File: src/rtl/ddr_steer_pkg.sv
package ddr_steer_pkg;
  localparam int OE_W = 4;
  localparam int DM_W = 8;
  localparam int BE_W = 4;
  typedef enum logic {
    BUS32 = 1'b0,
    BUS16 = 1'b1
  } bus_mode_e;
endpackage

File: src/rtl/ddr_window_match.sv
module ddr_window_match #(
  parameter int ADDR_W = 32,
  parameter int POS_W  = $clog2(ADDR_W + 1)
) (
  input  logic [ADDR_W-1:0] addr,
  input  logic [ADDR_W-1:0] base,
  input  logic [ADDR_W-1:0] mask,
  output logic              hit,
  output logic [POS_W-1:0]  low_pos
);
  always_comb begin
    hit = ((addr ^ base) & mask) == '0;
  end

  // position of lowest set mask bit, ADDR_W when mask is zero
  always_comb begin
    low_pos = POS_W'(ADDR_W);
    for (int i = ADDR_W - 1; i >= 0; i--) begin
      if (mask[i]) low_pos = POS_W'(i);
    end
  end
endmodule

File: src/rtl/ddr_region_pick.sv
module ddr_region_pick #(
  parameter int ADDR_W = 32,
  parameter int POS_W  = $clog2(ADDR_W + 1)
) (
  input  logic [ADDR_W-1:0] addr,
  input  logic [POS_W-1:0]  low_pos,
  input  logic              is16,
  output logic [1:0]        region
);
  logic top_bit;
  logic next_bit;

  always_comb begin
    top_bit  = 1'b0;
    next_bit = 1'b0;
    for (int i = 0; i < ADDR_W; i++) begin
      if (i + 1 == int'(low_pos)) top_bit  = addr[i];
      if (i + 2 == int'(low_pos)) next_bit = addr[i];
    end
    region = is16 ? {top_bit, next_bit} : {1'b0, top_bit};
  end
endmodule

File: src/rtl/ddr_lane_route.sv
module ddr_lane_route
  import ddr_steer_pkg::*;
(
  input  logic            hit,
  input  logic            we,
  input  logic            mux_en,
  input  bus_mode_e       mode,
  input  logic [1:0]      region,
  input  logic [BE_W-1:0] be,
  output logic [OE_W-1:0] oe,
  output logic [DM_W-1:0] dm
);
  localparam int HALF_W = DM_W / 2;
  localparam int QTR_W  = DM_W / 4;

  always_comb begin
    oe = '0;
    dm = '1;
    if (hit) begin
      if (!mux_en) begin
        oe = OE_W'(4'b0011);
        if (we) begin
          if (mode == BUS16) dm[QTR_W-1:0] = ~be[QTR_W-1:0];
          else               dm[HALF_W-1:0] = ~be;
        end
      end else if (mode == BUS32) begin
        oe = region[0] ? OE_W'(4'b1100) : OE_W'(4'b0011);
        if (we) begin
          for (int g = 0; g < 2; g++) begin
            if (region[0] == g[0]) dm[g*HALF_W +: HALF_W] = ~be;
          end
        end
      end else begin
        oe[region] = 1'b1;
        if (we) begin
          for (int q = 0; q < 4; q++) begin
            if (region == 2'(q)) dm[q*QTR_W +: QTR_W] = ~be[QTR_W-1:0];
          end
        end
      end
    end
  end
endmodule

File: src/rtl/ddr_lane_steer.sv
module ddr_lane_steer
  import ddr_steer_pkg::*;
#(
  parameter int ADDR_W = 32
) (
  input  logic              clk,
  input  logic              rst,
  input  logic [ADDR_W-1:0] addr_i,
  input  logic              we_i,
  input  logic [BE_W-1:0]   be_i,
  input  logic              mode16_i,
  input  logic              mux_en_i,
  input  logic [ADDR_W-1:0] cs_base_i,
  input  logic [ADDR_W-1:0] cs_mask_i,
  output logic              cs_hit_o,
  output logic [OE_W-1:0]   oe_o,
  output logic [DM_W-1:0]   dm_o
);
  localparam int POS_W = $clog2(ADDR_W + 1);

  logic             hit_c;
  logic [POS_W-1:0] low_pos;
  logic [1:0]       region;
  logic [OE_W-1:0]  oe_c;
  logic [DM_W-1:0]  dm_c;
  bus_mode_e        mode;

  assign mode = bus_mode_e'(mode16_i);

  ddr_window_match #(.ADDR_W(ADDR_W), .POS_W(POS_W)) u_match (
    .addr(addr_i), .base(cs_base_i), .mask(cs_mask_i),
    .hit(hit_c), .low_pos(low_pos)
  );

  ddr_region_pick #(.ADDR_W(ADDR_W), .POS_W(POS_W)) u_pick (
    .addr(addr_i), .low_pos(low_pos), .is16(mode16_i), .region(region)
  );

  ddr_lane_route u_route (
    .hit(hit_c), .we(we_i), .mux_en(mux_en_i), .mode(mode),
    .region(region), .be(be_i), .oe(oe_c), .dm(dm_c)
  );

  always_ff @(posedge clk) begin
    if (rst) begin
      cs_hit_o <= 1'b0;
      oe_o     <= '0;
      dm_o     <= '1;
    end else begin
      cs_hit_o <= hit_c;
      oe_o     <= oe_c;
      dm_o     <= dm_c;
    end
  end


  reset_state_chk: assert property (@(posedge clk)
    $past(rst) |-> (!cs_hit_o && oe_o == '0 && dm_o == '1));


  miss_quiet_chk: assert property (@(posedge clk) disable iff (rst)
    !cs_hit_o |-> (oe_o == '0 && dm_o == '1));


  read_masked_chk: assert property (@(posedge clk) disable iff (rst)
    $past(!we_i) |-> dm_o == '1);


  quarter_onehot_chk: assert property (@(posedge clk) disable iff (rst)
    (cs_hit_o && $past(mux_en_i && mode16_i)) |-> $countones(oe_o) == 1);


  half_pair_chk: assert property (@(posedge clk) disable iff (rst)
    (cs_hit_o && $past(mux_en_i && !mode16_i)) |->
      (oe_o == 4'b0011 || oe_o == 4'b1100));


  plain_oe_chk: assert property (@(posedge clk) disable iff (rst)
    (cs_hit_o && $past(!mux_en_i)) |-> oe_o == 4'b0011);


  lane_width_chk: assert property (@(posedge clk) disable iff (rst)
    $countones(~dm_o) <= BE_W);
endmodule

File: config.mk
export PLATFORM = sky130hd
export DESIGN_NAME = ddr_lane_steer
export DESIGN_NICKNAME = d
export VERILOG_FILES = /design/src/rtl/ddr_steer_pkg.sv /design/src/rtl/ddr_window_match.sv /design/src/rtl/ddr_region_pick.sv /design/src/rtl/ddr_lane_route.sv /design/src/rtl/ddr_lane_steer.sv
export SDC_FILE = /design/constraint.sdc
export NUM_CORES = 1
export LEC_CHECK = 0
export ABC_CLOCK_PERIOD_IN_PS = 3900
export BUFFER_PORTS_ARGS = -buffer_cell sky130_fd_sc_hd__clkbuf_2
export CAP_MARGIN = 20
export CORE_MARGIN = 3
export CORE_UTILIZATION = 46
export DETAILED_ROUTE_END_ITERATION = 10
export GPL_ROUTABILITY_DRIVEN = 0
export PLACE_DENSITY = 0.9
export SETUP_SLACK_MARGIN = 0.2
export SLEW_MARGIN = 10
export SYNTH_ARGS = -nofsm -noshare
export SYNTH_HDL_FRONTEND = slang
export SYNTH_SLANG_ARGS = --single-unit
File: constraint.sdc
create_clock -name clk -period 3.9 [get_ports clk]
set_clock_uncertainty 0.05 [all_clocks]
set_input_delay 0 -clock clk [delete_from_list [all_inputs] [get_ports clk]]
set_output_delay 0 -clock clk [all_outputs]
set_load 0.1 [all_outputs]
# --- Yosys cells after proc, flatten, opt, wreduce, memory -nomap -nowiden ---
# Cells that the tools add are included.
totals:
  register_bits: 13
  input_bits: 105
  wordCells: 169
classes:
  order_cmp: 2
  eq_ne: 36
  n_mux: 115
  bitwise: 6
  n_reduce_logical: 5
op_table:
  columns: ["op", "n"]
  rows:
  - ["$mux 6", 32]
  - ["$eq 6x6->1 const A", 18]
  - ["$mux 1", 65]
  - ["$eq 5x6->1 const A", 8]
  - ["$and 32x32->32", 1]
  - ["$logic_not 32->1", 1]
  - ["$xor 32x32->32", 1]
  - ["$eq 4x6->1 const A", 4]
  - ["$mux 4", 6]
  - ["$mux 8", 3]
  - ["$mux 2", 8]
  - ["$eq 3x6->1 const A", 2]
  - ["$eq 2x6->1 const A", 1]
  - ["$eq 2x2->1 const B", 2]
  - ["$not 4->4", 1]
  - ["$lt 2x3->1 const B", 1]
  - ["$reduce_or 3->1", 1]
  - ["$demux 1 s2", 1]
  - ["$eq 2x1->1 const B", 1]
  - ["$ge 2x1->1 const B", 1]
  - ["$logic_not 2->1", 1]
  - ["$not 1->1", 2]
  - ["$not 2->2", 1]
  - ["$reduce_or 2->1", 1]
  - ["$logic_and 1x1->1", 1]

# --- Longest topological paths before layout ---
# Gate-level depths: netlist of run 1.
logic_depth:
  word_depth: 72
  ltp_mapped: 13
  ltp_nobuf: 11

# --- Hierarchy ---
# A second synthesis of run 1 with hierarchy kept.
unflattened:
  cells_unflattened: 310
  area_unflattened_um2: 2323.5
modules_own_cells:
  columns: ["mod", "n_inst", "cells_each", "area_each_um2"]
  rows:
  - ["ddr_region_pick", 1, 134, 945.9]
  - ["ddr_window_match", 1, 118, 808.3]
  - ["ddr_lane_steer", 1, 27, 356.6]
  - ["ddr_lane_route", 1, 31, 212.7]

# --- Worst setup path before layout of run 1 ---
# No wires, ideal clock.
synth_path:
  path_kind: "input port to flip-flop"
  from: "input port cs_mask_i[7]"
  to: "register dm_o[2]"
  setup_ns: 0.127
  arrival_ns: 2.631
  required_ns: 3.723
  slack_ns: 1.092
  cell_stages: 11
  path_cell_list: "or4_4 or4_4 nor3_4 a22o_1 nor3_1 a211oi_2 o31ai_1 a31oi_1 and2_2 a31oi_1 or3_1"
synth_between:
  elab_chain_len: 47
  word_cells_on_any_way: 117
  classes_between: "eq/ne: 34; mux: 79; bitwise: 2; reduce/logical: 2"
synth_rtl:
  columns: ["item", "line", "rtl"]
  rows:
  - ["start, declared", "ddr_lane_steer.sv:14", "input logic [ADDR_W-1:0] cs_mask_i,"]
  - ["$mux 6 (8 in series)", "ddr_window_match.sv:19", "if (mask[i]) low_pos = POS_W'(i);"]
  - ["$eq 2x6->1 / $eq 3x6->1 (equally long branches)", "ddr_region_pick.sv:17, ddr_region_pick.sv:18", null]
  - ["$mux 1 (on tied branches) (32 in series)", "ddr_region_pick.sv:17, ddr_region_pick.sv:18", null]
  - ["$mux 2", "ddr_region_pick.sv:20", "region = is16 ? {top_bit, next_bit} : {1'b0, top_bit};"]
  - ["$eq 2x1->1", "ddr_lane_route.sv:37", "if (region == 2'(q)) dm[q*QTR_W +: QTR_W] = ~be[QTR_W-1:0];"]
  - ["$mux 2", "ddr_lane_route.sv:37", null]
  - ["$mux 8", "ddr_lane_route.sv:35", "if (we) begin"]
  - ["$mux 8", "ddr_lane_route.sv:26", "end else if (mode == BUS32) begin"]
  - ["$mux 4", "ddr_lane_route.sv:20", "if (!mux_en) begin"]
  - ["end signal, assigned", "ddr_lane_steer.sv:52", "dm_o <= dm_c;"]
  - ["end, declared", "ddr_lane_steer.sv:17", "output logic [DM_W-1:0] dm_o"]
# Parallel ways exist; a longest one is shown, timed or not.
# A chain may end at the register's enable or synchronous reset.

# --- Worst setup path after layout of run 1 ---
layout_path:
  from: "input port cs_mask_i[23]"
  to: "register dm_o[2]"
layout_between:
  elab_chain_len: 63
  word_cells_on_any_way: 133
  classes_between: "eq/ne: 34; mux: 95; bitwise: 2; reduce/logical: 2"
layout_rtl:
  columns: ["item", "line"]
  rows:
  - ["$mux 6 (24 in series)", "ddr_window_match.sv:19"]
  - ["$eq 2x6->1 / $eq 3x6->1 (equally long branches)", "ddr_region_pick.sv:17, ddr_region_pick.sv:18"]
  - ["$mux 1 (on tied branches) (32 in series)", "ddr_region_pick.sv:17, ddr_region_pick.sv:18"]
  - ["$mux 2", "ddr_region_pick.sv:20"]
  - ["$eq 2x1->1", "ddr_lane_route.sv:37"]
  - ["$mux 2", "ddr_lane_route.sv:37"]
  - ["$mux 8", "ddr_lane_route.sv:35"]
  - ["$mux 8", "ddr_lane_route.sv:26"]
  - ["$mux 4", "ddr_lane_route.sv:20"]
# Parallel ways exist; a longest one is shown, timed or not.

==> metrics.txt, run 1 <==
final wirelength 8800 um; Worst Path Class, Setup in -> reg; final hold violations 0; H-tree levels 1; Hold Path Sink dm_o[3]$_SDFF_PP1_; Core Area roughly 4500 um2; Tot Pwr between 0.5 and 0.6 mW; Die Width 75.1 um; final clock period utilization by the worst path between 80% and 90%; Pwr Density between 150 and 200 nW/um2; critical path startpoint cs_mask_i[23]; max cap viols 0; Synth top area share about 13%; largest cells by area after synthesis xor2_1 (13%), dfxtp_1 (12%), nor2_1 (5.3%); Antenna Nets Post-Route 0; VDD IR max between 0.1 and 0.15 mV; routed wire length per instance between 15 and 20 um; run status finished clean; CP startpoint kind input port; synthesized area between 2000 and 2500 um2; slowest cell on the critical path o21a_1; WP depth 11; Clock Sinks 13; total track usage 29.3%; vias per cell slightly below 7; Cells on Worst Hold Path 3; Post-synth EDFFs 0; critical path cell sequence clkbuf_2 > or3_1 > nor3_1 > o21a_1 > nor2_1 > a2111oi_0 > o31ai_1 > a31oi_1 > and2_2 > a31oi_1 > or3_1; CP max stage delay just over 0.7 ns; number of global-route vias before repair between 2000 and 3000; max frequency between 0.3 and 0.4 GHz; Synth area leader xor2_1; clk root buf clkbuf_8; worst slew pin tran 0.801 ns; final setup vio count 0; Area Growth Syn to Fin 31.6%; syn_area_per_cell around 7.0 um2; Setup TNS 0 ns; top_reg_cell synth dfxtp_1; buffer and inverter count on the worst path 1; Final #Nets 537; Iter 0 DRT Violations between 500 and 600; global route total overflow 0; # rows 24; CP top delay family compound AO/OA/AOI/OAI gates; crit-path max FO 18; Seq/Total Area, Yosys a little under an eighth; Pre-antenna DRT Iters 5; initial antenna violation count 0; largest net degree at the start of global routing 19; Cells after Synth between 300 and 400; Cell variety after synth slightly above 60; Synth warnings 0; asr flop ratio synth 0%; RSZ-0062 raised after global routing false; Post-CTS Resized 0; FF+latch count, synth 13; CP endpoint kind flop; clock tree buffer depth 2; Hold Slack roughly 0.047 ns; die height roughly 75 um; Inst Count DP between 400 and 500; Place WS 0.484 ns; commonest cells after routing, fill and taps aside clkbuf_2 (117), xor2_1 (32), nor2_1 (31); final worst slack 0.580 ns; min Tclk post-route 3.32 ns; P_leak 1.31 nW; Worst Path Required 3.97 ns; CTS Buf Count 3; layout cell share with drive strength beyond 1 between 30% and 40%; Residual DRC 0; TritonCTS clock tree yes; Hold Path Origin mux_en_i; ant diodes 0; first-pass GRT wire length 13100 um; Max Slew Vio Count 0; Final Non-Filler Cells between 400 and 500; Syn Nets 420; crit path DAT 3.39 ns; Clock transition at path regs 0.06 ns; effective utilization at floorplan between 40% and 50%; most common cell after layout, fill and taps aside clkbuf_2; Die Footprint between 5000 and 6000 um2; PortBufs ~120; hpwl dp just over 7000 um; hold crit path type in -> reg; via count roughly 3200; # IOs about 120; Worst slew margin between 40% and 50%
[power breakdown]
part	leakage (nW)	switching (mW)	internal, mW
clock network	0.0255	0.0479	0.0705
registers	0.105	0.00000151	0.133
logic	1.18	0.151	0.104
[kinds of logic after synthesis]
family | after synthesis | synth area share (%)
XOR/XNOR | 32 | 12.7
multiplexers | 10 | 4.55
flip-flops | 13 | 11.8
AND/OR/NAND/NOR | 142 | 34.2
buffers and inverters | 18 | 3.41
AO/OA/AOI/OAI | 100 | 33.2
[cell usage after synthesis, types with 4 or more instances]
cell      count
o21ai_0      13
nor4_1       11
nor3_1       15
clkbuf_1      4
nand4_1       6
dfxtp_1      13
inv_1         8
o221ai_1      4
a22oi_1      15
xor2_1       32
a21oi_1      10
mux2i_1      10
nand2_1      30
buf_2         6
nand3_1      11
o21a_1        4
nor2_1       31
or3_1         4
a211oi_1      4
a31oi_1       5
nor2b_1       6
nand2b_1      5
o211ai_1      9
[worst max path at each step]
| stage | to |
|---|---|
| 6_report | dm_o[2]$_SDFF_PP1_ |
| 5_1_grt | dm_o[2]$_SDFF_PP1_ |
| 4_1_cts | dm_o[2]$_SDFF_PP1_ |
| 3_5_place_dp | dm_o[2]$_SDFF_PP1_ |
| 3_3_place_gp | dm_o[3]$_SDFF_PP1_ |
| 2_1_floorplan | dm_o[2]$_SDFF_PP1_ |
[per-stage QoR]
stage / cell area [um2] / util, %
finish: 2890 / 64.7
global route: 2890 / 64.7
CTS: 2890 / 64.7
detailed placement: 2830 / 63.2
global placement: 2830 / 63.2
floorplan: 2200 / -
[cell type report]
type,count,area [um2]
multi-input cells,284,1860
clock inverters,1,5.00
clock buffers,3,41.3
repair buffers,122,628
well taps,52,65.1
flip-flops and latches,13,260
inverters,8,30.0
fillers,386,1580
[metal layers]
layer,vias up,global-route usage [%],routed length [um]
met4,0,13.6,421
met1,1429,37.1,3090
met5,-,0,0
li1,1457,-,-
met3,51,3.60,1290
met2,309,49.3,4000
[sequential cells by signal, summed over array words and instances (netlist names)]
register,count
oe_o,4
dm_o,8
cs_hit_o,1
[what timing repair did]
action,in CTS,in global routing
hold buffers,2,0
endpoints found under the setup margin,0,0
buffers inserted,0,0
hold endpoints to repair,2,0
(Power assumes the default switching activity.)
==> inputs of run 2 (changes only) <==
--- a/config.mk
+++ b/config.mk
@@ -9,10 +9,10 @@
 export BUFFER_PORTS_ARGS = -buffer_cell sky130_fd_sc_hd__clkbuf_2
 export CAP_MARGIN = 20
 export CORE_MARGIN = 3
-export CORE_UTILIZATION = 46
+export CORE_UTILIZATION = 40
 export DETAILED_ROUTE_END_ITERATION = 10
 export GPL_ROUTABILITY_DRIVEN = 0
-export PLACE_DENSITY = 0.9
+export PLACE_DENSITY = 0.81
 export SETUP_SLACK_MARGIN = 0.2
 export SLEW_MARGIN = 10
 export SYNTH_ARGS = -nofsm -noshare
==> metrics.txt, run 2 (synthesis gave the netlist of run 1 again) <==
flip-flop count of the largest register after layout 8 (unchanged); layout cell share with drive strength beyond 1 31.9% (-0.074 points); final worst slack 0.778 ns (+0.198 ns); Die Width 80.1 um (+6.7%); Die Footprint 6420 um2 (+14%); Sw Pwr 0.198 mW (-0.64%); fillers 478 (+24%); Setup TNS 0 ns (unchanged); final setup vio count 0 (unchanged); # rows 26 (+8.3%); Clock transition at path regs 0.06 ns (about the same); crit-path max FO 10 (-8); max frequency 0.320 GHz (+6.3%); hpwl dp 7370 um (+4.1%); Iter 0 DRT Violations 449 (-14%); placed cell area 2860 um2 (+1.1%); Final #Nets 538 (+0.19%); Pwr Density 174 nW/um2 (-0.73%); worst slew pin tran 0.764 ns (-0.0373 ns); vias per cell 6.32 (-6.0%); Place WS 0.577 ns (+0.0933 ns); buffer and inverter count on the worst path 1 (unchanged); via count 3171 (-2.3%); total track usage 26.0% (-3.3 points); H-tree levels 1 (unchanged); global route total overflow 0 (unchanged); critical path cell sequence clkbuf_2 > or3_1 > nor4_1 > o21a_1 > mux2i_1 > a2111oi_0 > o31ai_1 > a31oi_1 > and2_2 > a31oi_1 > or3_1; # IOs 118 (unchanged); Reg power frac 26.2% (about the same); clock tree buffer depth 2 (unchanged); CP top delay family compound AO/OA/AOI/OAI gates; final clock period utilization by the worst path 80.0% (-5.1 points); PortBufs 117 (unchanged); RSZ-0062 raised after global routing false; Area Growth Syn to Fin 32.9%; Post-CTS Resized 0 (unchanged); P_leak 1.31 nW (+0.14%); Reg with most FFs dm_o; Max Slew Vio Count 0 (unchanged); min Tclk post-route 3.12 ns (-0.198 ns); Hold Slack 0.0408 ns (-0.00625 ns); Clock Sinks 13 (unchanged); max cap viols 0 (unchanged); cell internal pwr 0.310 mW (+0.85%); most common cell after layout, fill and taps aside clkbuf_2; clock network power share 23.9% (+0.5 points); Worst slew margin 48.6% (+2.0 points); Net Sw Frac 39.0% (-0.35 points); Final Cell Area 2920 um2 (+0.99%); final hold violations 0 (unchanged); Residual DRC 0 (unchanged); combinational cell fraction of total power 49.9% (-0.5 points); slowest cell on the critical path o21a_1; Final Non-Filler Cells 502 (+3.9%); Antenna Nets Post-Route 0 (unchanged); Worst Path Required 3.97 ns (about the same); Pre-antenna DRT Iters 8 (+3); VDD IR max 0.108 mV (-14%); Inst Count DP 496 (+4.0%); CP endpoint kind flop; largest net degree at the start of global routing 19 (unchanged); crit path DAT 3.19 ns (-0.20 ns); die height 80.1 um (+6.7%); CTS Buf Count 3 (unchanged); biggest regs dm_o (8), oe_o (4), cs_hit_o (1); TritonCTS clock tree yes; final wirelength 8890 um (+1.1%); CP startpoint kind input port; number of global-route vias before repair 2842 (+0.28%); ant diodes 0 (unchanged); clk root buf clkbuf_8; routed wire length per instance 17.7 um (-2.8%); Worst Path Class, Setup in -> reg; CP max stage delay 0.52 ns (-0.20 ns); run status finished clean; initial antenna violation count 0 (unchanged); hold crit path type in -> reg; first-pass GRT wire length 13400 um (+2.5%); effective utilization at floorplan 42.2% (-6.9 points); Core Area 5200 um2 (+16%); commonest cells after routing, fill and taps aside clkbuf_2 (117), xor2_1 (32), nor2_1 (31)
-- run 2: cell types whose count changed in the layout (fill, tap and decap cells not counted) --
cell / before / now
buf_4: 3 / 4
clkbuf_1: 0 / 1
clkinv_2: 1 / 0
-- run 2: stage by stage --
| step | utilization [%] | total power, mW |
|---|---|---|
| 2_1_floorplan | - | 0.257 |
| 3_3_place_gp | 54.9 | 0.377 |
| 3_5_place_dp | 54.9 | 0.378 |
| 4_1_cts | 56.1 | 0.500 |
| 5_1_grt | 56.1 | 0.532 |
| 6_report | 56.1 | 0.508 |
-- run 2: cell type report --
class	instances	area [um2]	share of cell area, %
multi-input cells	284	1860	63.8
clock buffers	4	45.0	1.54
well taps	70	87.6	3.00
inverters	8	30.0	1.03
flip-flops and latches	13	260	8.91
repair buffers	123	636	21.8
-- run 2: repair_timing --
item	in CTS	in global routing
endpoints found under the hold margin	4	0
setup buffers	0	0
hold buffers	2	0
endpoints found under the setup margin	0	0
-- run 2: final timing paths --
check          start                  to  slack, ns  depth (start not counted)
min         mode16_i  dm_o[5]$_SDFF_PP1_       0.04                          3
max    cs_mask_i[23]  dm_o[2]$_SDFF_PP1_       0.78                         11
-- run 2: worst min-delay path: cells and delay by family --
kind,cells,cell delay [ns]
simple gates,2,0.19
buf+inv,1,0.12
-- run 2: power groups by stage --
stage	Sequential, mW	Clock (mW)	Combinational, mW
2_1_floorplan	0.136	0	0.121
3_3_place_gp	0.136	0	0.241
3_5_place_dp	0.136	0	0.242
4_1_cts	0.133	0.122	0.245
5_1_grt	0.133	0.128	0.272
6_report	0.133	0.121	0.253
-- run 2: layer usage --
metal / vias up / share of wire [%] / global-route usage [%]
met3: 26 / 15 / 6.84
met1: 1415 / 38 / 35.8
li1: 1465 / - / -
met5: - / 0 / 0
met4: 0 / 2.1 / 5.24
met2: 265 / 45 / 40.6
==> inputs of run 3 (changes only) <==
--- a/config.mk
+++ b/config.mk
@@ -5,14 +5,15 @@
 export SDC_FILE = /design/constraint.sdc
 export NUM_CORES = 1
 export LEC_CHECK = 0
-export ABC_CLOCK_PERIOD_IN_PS = 3900
+export ABC_AREA = 1
+export ABC_CLOCK_PERIOD_IN_PS = 3100
 export BUFFER_PORTS_ARGS = -buffer_cell sky130_fd_sc_hd__clkbuf_2
 export CAP_MARGIN = 20
 export CORE_MARGIN = 3
 export CORE_UTILIZATION = 40
 export DETAILED_ROUTE_END_ITERATION = 10
 export GPL_ROUTABILITY_DRIVEN = 0
-export PLACE_DENSITY = 0.81
+export PLACE_DENSITY = 0.8
 export SETUP_SLACK_MARGIN = 0.2
 export SLEW_MARGIN = 10
 export SYNTH_ARGS = -nofsm -noshare
==> constraint.sdc (replaced) <==
create_clock -name clk -period 3.1 [get_ports clk]
set_clock_uncertainty 0.05 [all_clocks]
set_input_delay 0 -clock clk [delete_from_list [all_inputs] [get_ports clk]]
set_output_delay 0 -clock clk [all_outputs]
set_load 0.1 [all_outputs]
==> metrics.txt, run 3 <==
clk root buf clkbuf_8; Die Footprint 6540 um2 (+1.8%); commonest cells after routing, fill and taps aside nand2_1 (124), clkbuf_2 (116), buf_4 (69); hold crit path type in -> reg; effective utilization at floorplan 42.5% (+0.29 points); P_leak 2.00 nW (+52%); min Tclk post-route around 3.7 ns; hpwl dp 7490 um (+1.5%); Die Width 80.9 um (+0.89%); vias per cell 5.16 (-18%); final clock period utilization by the worst path 119%; run status finished, violations left; # rows 26 (unchanged); Pwr Density 180 nW/um2 (+3.4%); final hold violations 0 (unchanged); TritonCTS clock tree yes; buffer and inverter count on the worst path 2 (+1); Antenna Nets Post-Route 0 (unchanged); Core Area 5270 um2 (+1.2%); worst slew pin tran 0.549 ns (-0.215 ns); Area Growth Syn to Fin 62.4%; max frequency about 0.27 GHz; number of global-route vias before repair 3270 (+15%); Final #Nets 736 (+37%); final worst slack -0.600 ns (-1.38 ns); layout cell share with drive strength beyond 1 37.9% (+6.0 points); Syn Nets 546 (+30%); Cell variety after synth 36 (-42%); Seq/Total Area, Yosys 11.6% (-0.22 points); top post-synthesis cells by count nand2_1 (130), nor2_1 (72), inv_1 (62); largest cells by area after synthesis nand2_1 (22%), nor2_1 (12%), dfxtp_1 (12%); critical path startpoint cs_mask_i[30]; Iter 0 DRT Violations 283 (-37%); top_reg_cell synth dfxtp_1; RSZ-0062 raised after global routing true; Residual DRC 0 (unchanged); CP endpoint kind flop; # IOs 118 (unchanged); syn_area_per_cell 5.08 um2 (-27%); VDD IR max 0.148 mV (+38%); crit-path max FO 5 (-5); Cells after Synth 441 (+40%); initial antenna violation count 0 (unchanged); Clock transition at path regs 0.06 ns (about the same); CP max stage delay 0.13 ns (-0.39 ns); final setup vio count 12 (+12); crit-path most repeated cell nand2_1; H-tree levels 1 (unchanged); crit path DAT 3.79 ns (+0.60 ns); Final Non-Filler Cells 700 (+39%); synthesized area 2240 um2 (+1.9%); Synth area leader nand2_1; most frequent cell after synthesis nand2_1; Pre-antenna DRT Iters 5 (-3); failing checks negative setup slack; Inst Count DP 690 (+39%); FF+latch count, synth 13 (unchanged); via count 3610 (+14%); slowest cell on the critical path clkbuf_16; CP startpoint kind input port; max cap viols 0 (unchanged); Hold Path Origin cs_base_i[11]; Place WS -0.866 ns (-1.44 ns); CP top delay family simple AND/OR/NAND/NOR gates; global route total overflow 0 (unchanged); CTS Buf Count 3 (unchanged); Worst Path Required 3.19 ns (-0.78 ns); Post-synth EDFFs 0 (unchanged); Worst slew margin 63.6% (+15 points); Worst Path Class, Setup in -> reg; clock tree buffer depth 2 (unchanged); Max Slew Vio Count 0 (unchanged); first-pass GRT wire length 13700 um (+2.4%); Reg with most FFs dm_o; Synth warnings 0 (unchanged); most common cell after layout, fill and taps aside nand2_1; ant diodes 0 (unchanged); largest net degree at the start of global routing 13 (-6); PortBufs 117 (unchanged); die height 80.9 um (+0.89%); final wirelength 9130 um (+2.7%); asr flop ratio synth 0% (unchanged); biggest regs dm_o (8), oe_o (4), cs_hit_o (1); routed wire length per instance 13.0 um (-26%); Synth top area share 21.8% (+9.0 points); Setup TNS -6.44 ns (-6.44 ns); flip-flop count of the largest register after layout 8 (unchanged); Clock Sinks 13 (unchanged); total track usage 26.1% (+0.13 points)
[run 3: final timing paths]
kind	endpoint	slack, ns	cells past startpoint
setup / recovery	dm_o[2]$_SDFF_PP1_	-0.60	57
hold / removal	cs_hit_o$_SDFF_PP0_	0.02	4
[run 3: stage by stage]
stage	power (mW)	area (um2)	util (%)	hold WS [ns]
floorplan	0.309	2260	-	0.0459
global placement	0.463	3410	64.7	0.237
detailed placement	0.470	3410	64.7	0.239
CTS	0.628	3520	66.7	0.0212
global route	0.695	3640	69.0	0.0513
finish	0.654	3640	69.0	0.0230
[run 3: cell type report]
class                      instances  area, um2
multi-input combinational        356       1830
inverter                          69        274
sequential                        13        260
timing repair buffer             188       1140
tap                               70       87.6
clock buffer                       4       45.0
fill                             461       1630
[run 3: report_power, final]
part / switching, mW / internal, mW
Sequential: 0.00000102 / 0.167
Combinational: 0.182 / 0.152
Clock: 0.0620 / 0.0909
Total: 0.244 / 0.410
[run 3: timing repair]
item / in CTS / in global routing
buffers inserted: 0 / 4
hold buffers: 2 / 0
resized for setup: 8 / 21
pin swaps: 1 / 12
hold endpoints to repair: 2 / 0
endpoints found under the setup margin: 12 / 12
[run 3: cell families after synthesis]
logic type / Yosys count / share of synthesized area [%]
flops: 13 / 11.6
xor+xnor: 8 / 3.13
buf+inv: 72 / 12.1
compound gates: 81 / 20.8
simple gates: 267 / 52.3
[run 3: per-layer routing]
metal / up-vias / GRT usage [%] / wire [um]
li1: 1810 / - / -
met1: 1554 / 32.3 / 3590
met2: 199 / 44.7 / 4360
met3: 47 / 3.10 / 773
met4: 0 / 12.5 / 403
met5: - / 0 / 0
